--- src/rtl/tw_cond_pkg.sv ---
// Package: shared types for the two-wire bus condition detector.
// Assumes nothing beyond a single system clock domain for its users.
package tw_cond_pkg;

    // One-cycle bus event flags produced by the decoder.
    typedef struct packed {
        logic start;
        logic stop;
        logic scl_rise;
        logic scl_fall;
    } tw_evt_t;

    // Index of each bus line in the filter array.
    localparam int unsigned LINE_SCL  = 0;
    localparam int unsigned LINE_SDA  = 1;
    localparam int unsigned NUM_LINES = 2;

endpackage

--- src/rtl/tw_line_filter.sv ---
// Module: tw_line_filter
// Brings one asynchronous bus line into the clock domain through a
// SYNC_STAGES-deep flop chain, then applies a counting filter: the output
// level takes a new value only after FILT_LEN consecutive synchronised
// samples differ from it. Assumes SYNC_STAGES >= 2 and FILT_LEN >= 1.
// The output resets high, matching an idle pulled-up bus line.
module tw_line_filter #(
    parameter int unsigned SYNC_STAGES = 2,
    parameter int unsigned FILT_LEN    = 4
) (
    input  logic clk,
    input  logic rst_n,
    input  logic line_i,
    output logic level_o
);
    localparam int unsigned CW = $clog2(FILT_LEN + 1);
    localparam logic [CW-1:0] CNT_LAST = CW'(FILT_LEN - 1);

    logic [SYNC_STAGES-1:0] sync_q;
    logic [CW-1:0]          run_q;
    logic                   level_q;
    logic                   sample;

    assign sample  = sync_q[SYNC_STAGES-1];
    assign level_o = level_q;

    // Shift the raw line through the synchroniser chain.
    always_ff @(posedge clk) begin
        if (!rst_n) sync_q <= '1;
        else        sync_q <= {sync_q[SYNC_STAGES-2:0], line_i};
    end

    // Count consecutive disagreeing samples; adopt the new level at FILT_LEN.
    always_ff @(posedge clk) begin
        if (!rst_n) begin
            run_q   <= '0;
            level_q <= 1'b1;
        end else if (sample == level_q) begin
            run_q <= '0;
        end else if (run_q == CNT_LAST) begin
            run_q   <= '0;
            level_q <= sample;
        end else begin
            run_q <= run_q + 1'b1;
        end
    end
endmodule

--- src/rtl/tw_event_decode.sv ---
// Module: tw_event_decode
// Turns the filtered clock and data levels into one-cycle event flags.
// Start and stop are judged with the clock level held from the previous
// cycle, so a clock move in the same cycle as a data move does not change
// the verdict. Assumes both inputs are already filtered and synchronous.
module tw_event_decode
    import tw_cond_pkg::*;
(
    input  logic    clk,
    input  logic    rst_n,
    input  logic    scl_f,
    input  logic    sda_f,
    output tw_evt_t evt_o
);
    logic scl_q;
    logic sda_q;

    // Hold the previous filtered levels; idle-high after reset.
    always_ff @(posedge clk) begin
        if (!rst_n) begin
            scl_q <= 1'b1;
            sda_q <= 1'b1;
        end else begin
            scl_q <= scl_f;
            sda_q <= sda_f;
        end
    end

    // Compare current and previous levels to form the event flags.
    always_comb begin
        evt_o.start    = scl_q &  sda_q & ~sda_f;
        evt_o.stop     = scl_q & ~sda_q &  sda_f;
        evt_o.scl_rise = ~scl_q &  scl_f;
        evt_o.scl_fall =  scl_q & ~scl_f;
    end
endmodule

--- src/rtl/tw_cond_detect.sv ---
// Module: tw_cond_detect (top)
// Filters the two bus lines and reports start, stop and clock edges as
// one-cycle pulses, along with the filtered line levels. Assumes the
// system clock is fast enough that FILT_LEN cycles cover the required
// glitch suppression time and stay well below a bus clock half period.
module tw_cond_detect
    import tw_cond_pkg::*;
#(
    parameter int unsigned SYNC_STAGES = 2,
    parameter int unsigned FILT_LEN    = 4
) (
    input  logic clk,
    input  logic rst_n,
    input  logic scl_i,
    input  logic sda_i,
    output logic scl_o,
    output logic sda_o,
    output logic start_o,
    output logic stop_o,
    output logic scl_rise_o,
    output logic scl_fall_o
);
    logic [NUM_LINES-1:0] raw_lines;
    logic [NUM_LINES-1:0] filt_lines;
    tw_evt_t              evt;

    assign raw_lines[LINE_SCL] = scl_i;
    assign raw_lines[LINE_SDA] = sda_i;

    // One synchroniser and filter per bus line.
    for (genvar g = 0; g < NUM_LINES; g++) begin : g_line
        tw_line_filter #(
            .SYNC_STAGES(SYNC_STAGES),
            .FILT_LEN   (FILT_LEN)
        ) filt_i (
            .clk    (clk),
            .rst_n  (rst_n),
            .line_i (raw_lines[g]),
            .level_o(filt_lines[g])
        );
    end

    tw_event_decode dec_i (
        .clk  (clk),
        .rst_n(rst_n),
        .scl_f(filt_lines[LINE_SCL]),
        .sda_f(filt_lines[LINE_SDA]),
        .evt_o(evt)
    );

    assign scl_o      = filt_lines[LINE_SCL];
    assign sda_o      = filt_lines[LINE_SDA];
    assign start_o    = evt.start;
    assign stop_o     = evt.stop;
    assign scl_rise_o = evt.scl_rise;
    assign scl_fall_o = evt.scl_fall;
endmodule

--- config.mk ---
export PLATFORM = sky130hd
export DESIGN_NAME = tw_cond_detect
export DESIGN_NICKNAME = d
export VERILOG_FILES = /design/src/rtl/tw_cond_pkg.sv /design/src/rtl/tw_line_filter.sv /design/src/rtl/tw_event_decode.sv /design/src/rtl/tw_cond_detect.sv
export SDC_FILE = /design/constraint.sdc
export NUM_CORES = 1
export LEC_CHECK = 0
export BUFFER_PORTS_ARGS = -buffer_cell sky130_fd_sc_hd__buf_4
export CORE_MARGIN = 2
export CORE_UTILIZATION = 35
export DETAILED_ROUTE_END_ITERATION = 10
export SLEW_MARGIN = 30
export SYNTH_ARGS = -nofsm -noshare
export SYNTH_HDL_FRONTEND = slang
export SYNTH_SLANG_ARGS = --single-unit
--- constraint.sdc ---
create_clock -name clk -period 1.9 [get_ports clk]
set_input_delay 0.38 -clock clk [delete_from_list [all_inputs] [get_ports clk]]
set_output_delay 0.38 -clock clk [all_outputs]
set_load 0.005 [all_outputs]
Yosys cells after proc, flatten, opt, wreduce, memory -nomap -nowiden
Cells that the tools add are included.
{ "totals": {"out_inout_bits": 6, "ff_bits": 14} }
{ "classes": {"reduce_logical": 4, "add_sub_neg": 2, "bitwise": 13, "eq_ne": 4} }
{ "ops": {"columns": ["operator", "count"], "rows": [
  ["NOT 1 bit", 7],
  ["adder 3 x 1 -> 3 bit, second input constant", 2],
  ["AND 1 bit", 6],
  ["equality test 3 x 2 -> 1 bit, second input constant", 2],
  ["OR reduction 3 bit", 2],
  ["AND reduction 2 bit", 2],
  ["equality test 1 bit", 2]
]} }

Longest topological paths before layout
{ "logic_depth": {"ltp_word": 3, "depth_mapped": 4} }

By module
Synthesis repeated with hierarchy kept, for this count alone.
{ "unflattened": {"hier_cells": 42, "area_unflattened_um2": 513.0} }
{ "modules_own_cells": {"columns": ["module", "area_per_inst_um2", "instances", "cells_per_inst"], "rows": [
  ["tw_line_filter", 214.0, 2, 17],
  ["tw_event_decode", 85.1, 1, 8]
]} }

Worst setup path after synthesis
OpenSTA, ideal clock, no wires.
{ "synth_timing": {"path_type": "register to register", "startpoint": "register g_line[0].filt_i.run_q[0]", "endpoint": "register g_line[0].filt_i.run_q[2]", "path_stages_with_launch": 4, "arrival_time_ps": 982, "path_slack_ps": 822, "n_path_buf": 0, "period_less_slack_ps": 1078, "cell_sequence": "dfxtp_1 -> ha_1 -> ha_1 -> nor4b_1"} }
{ "synth_between": {"elab_chain_len": 2, "word_cells_on_any_way": 3, "classes_between": "add/sub: 1; eq/ne: 1; reduce/logical: 1"} }
{ "synth_lines": {"columns": ["item", "line_no", "text"], "rows": [
  ["from (decl)", "tw_line_filter.sv:20", "logic [CW-1:0] run_q;"],
  ["from (signal assigned)", "tw_line_filter.sv:44", "run_q <= run_q + 1'b1;"],
  ["branches (longest 2 deep; another with adder 3 x 1 -> 3 bit)", null, null]
]} }
Parallel ways; which one is timed is not known.
A chain may end at the register's enable or synchronous reset.

Worst setup path in the final report
{ "layout_timing": {"startpoint": "register g_line[0].filt_i.level_q", "endpoint": "output port scl_fall_o"} }
{ "layout_between": {"elab_chain_len": 2} }
{ "layout_lines": {"columns": ["item", "line_no", "text"], "rows": [
  ["from (decl)", "tw_line_filter.sv:21", "logic level_q;"],
  ["from (signal assigned)", "tw_line_filter.sv:42", "level_q <= sample;"],
  ["NOT 1 bit", "tw_event_decode.sv:34", "evt_o.scl_fall = scl_q & ~scl_f;"],
  ["AND 1 bit", "tw_event_decode.sv:34", null],
  ["to (decl)", "tw_cond_detect.sv:21", "output logic scl_fall_o"]
]} }
Every way passes these cells.

==> results.json <==
{
  "setup.worst_path.class": "reg2out",
  "fin_nets": 65,
  "max_freq_mhz": 729,
  "power.density_nw_per_um2": 753,
  "timing.final.crit_period_ns": 1.37,
  "clkSinkCount": 14,
  "top_layer": "met3",
  "yosysWarnings": 0,
  "cp-start-kind": "register",
  "synthesis.area_um2": 517,
  "antenna_cells": 0,
  "cpLargestDelayFamily": "flip-flops",
  "critPathSlowestCell": "dfxtp_1",
  "grt_max_degree": 15,
  "setup_viol": 0,
  "cts_buffers": 3,
  "boundaryPins": 10,
  "drive_gt1_frac": 0.273,
  "cp.required_ns": 1.52,
  "cts_max_level": 1,
  "synth-async-reset-ratio": 0,
  "die_h_um": 42.4,
  "ff2ff_path_depth": 3,
  "die_area_um2": 1800,
  "dp_hpwl_um": 488,
  "initial_core_util": 0.387,
  "port_buffers": 9,
  "grt_pass1_wl_um": 1200,
  "drc_errors": 0,
  "status": "complete, no violations",
  "die_w_um": 42.4,
  "cp_slowest_stage_delay_ns": 0.41,
  "hold_ws_ns": 0.295,
  "ctsHoldBuffers": 0,
  "cts_resized": 0,
  "syn_nets": 52,
  "finalHoldViolCount": 0,
  "drv_slew": 0,
  "max-cap-violations": 0,
  "fin_skew_ns": 0.000474,
  "met1_length_um": 294,
  "whs_path_depth": 2,
  "core_um2": 1330,
  "rsz0062_at_grt": "no",
  "ys_ff_latch": 14,
  "synth.area.top_cells": "dfxtp_1 54%, ha_1 9.7%, nand2b_1 7.3%, nor4b_1 6.8%, and4bb_2 4.8%",
  "vdd_drop_max_uv": 393,
  "synth_top_area_share": 0.542,
  "grt_overflow": 0,
  "vias_per_cell": 4.63,
  "drt-total-wl_um": 638,
  "drtAntennaViolNets": 0,
  "synth_area_per_cell_um2": 11.7,
  "cts_tree": "built",
  "row_count": 13,
  "synth-seq-area-share": 0.542,
  "drt-pass1-iter-count": 4,
  "hp-class": "in2reg",
  "place_congestion": 0.658,
  "grt_pass1_vias": 288,
  "crit_chain": "and2b_1 -> buf_4",
  "tightest_slew_ns": 0.277,
  "min_to": "g_line[0].filt_i.sync_q[0]",
  "antenna_found_initial": 0,
  "path_clk_slew_ns": 0.07,
  "r2r-start": "g_line[1].filt_i.run_q[0]",
  "layout_common_cells": "14 x dfxtp_1, 9 x buf_4, 6 x nand2b_1",
  "mostFrequentLayoutCell": "dfxtp_1",
  "tns_ns": 0,
  "r2r-end": "g_line[1].filt_i.run_q[2]",
  "cp_max_fo": 6,
  "synth_edf_count": 0,
  "crit_arrival_ns": 0.99,
  "ys_types": 14,
  "avgRoutedWirePerCell_um": 9.11,
  "hp-start": "scl_i",
  "synth_area_leader_cell": "dfxtp_1",
  "root_buffer": "clkbuf_4",
  "cp-end-kind": "output port",
  "p_leak_nw": 0.269,
  "synth-main-ff-cell": "dfxtp_1",
  "cts_setup_buffers": 0,
  "rrSetupSlack_ns": 0.76,
  "grt_usage": 0.0890,
  "drtIter0Drc": 2,
  "insertion_delay_ns": 0.26,
  "cp.buffers_inverters": 1,
  "timing.final.crit_share": 0.722,
  "clockBufferDepth": 2,
  "max_slew_margin": 0.814,
  "num_vias": 324,
  "dr_wl_met2_um": 296,
  "wl_met3_um": 46,
  "area_growth_pct": 20.1,
  "postSynthCellCount": 44
}
-- power breakdown --
group,internal [mW],leakage (nW),switching (mW)
logic,0.00928,0.141,0.00628
registers,0.298,0.114,0.00201
clock network,0.0730,0.0138,0.0786
total,0.381,0.269,0.0869
-- cells by family after synthesis --
logic type | synth area share
and+or+nand+nor | 0.264
DFF | 0.542
adders and majority gates | 0.0969
buffers and inverters | 0.0242
xor gates and xnor gates | 0.0339
muxes | 0.0387
-- cell usage after synthesis (2+ instances only) --
cell	number
inv_1	2
nand2_1	3
nor4b_1	4
xnor2_1	2
and4bb_2	2
mux2i_1	2
nand2b_1	6
dfxtp_1	14
ha_1	4
-- layout make-up --
type | instances | area (um^2)
Clock buffer | 3 | 22.5
Timing Repair Buffer | 9 | 67.6
Inverter | 2 | 7.51
Tap cell | 15 | 18.8
Sequential cell | 14 | 280
Fill cell | 135 | 713
Multi-Input combinational cell | 27 | 224
-- how the worst max path moves through the flow --
| stage | to | cells past startpoint | from |
|---|---|---|---|
| 2_1_floorplan | g_line[0].filt_i.run_q[2] | 3 | g_line[0].filt_i.run_q[0] |
| 4_1_cts | scl_fall_o | 2 | g_line[0].filt_i.level_o |
| 6_report | scl_fall_o | 2 | g_line[0].filt_i.level_o |
| 3_5_place_dp | g_line[0].filt_i.run_q[0] | 3 | g_line[0].filt_i.run_q[0] |
| 3_3_place_gp | g_line[0].filt_i.run_q[2] | 3 | g_line[0].filt_i.run_q[0] |
| 5_1_grt | scl_fall_o | 2 | g_line[0].filt_i.level_o |
-- sequential cells by signal, summed over array words and instances, names as in the netlist --
register	cells
g_line.filt_i.sync_q	4
g_line.filt_i.run_q	6
g_line.filt_i.level_o	2
dec_i.sda_q	1
dec_i.scl_q	1
-- stage by stage --
stage / total power, mW / util / instance area, um^2 / worst slack, ns / std cells
global route: 0.496 / 0.465 / 621 / 0.447 / 70
CTS: 0.477 / 0.465 / 621 / 0.505 / 70
global placement: 0.323 / 0.448 / 598 / 0.785 / 67
floorplan: 0.317 / - / 517 / 0.822 / 44
finish: 0.468 / 0.465 / 621 / 0.529 / 70
detailed placement: 0.323 / 0.448 / 598 / 0.759 / 67
-- per-layer routing --
metal  vias to the layer above  track usage
li1                        171            -
met1                       144        0.106
met2                         9        0.138
met3                         0       0.0259
met4                         0       0.0563
met5                         -            0
Power figures use the tool's default switching activity.
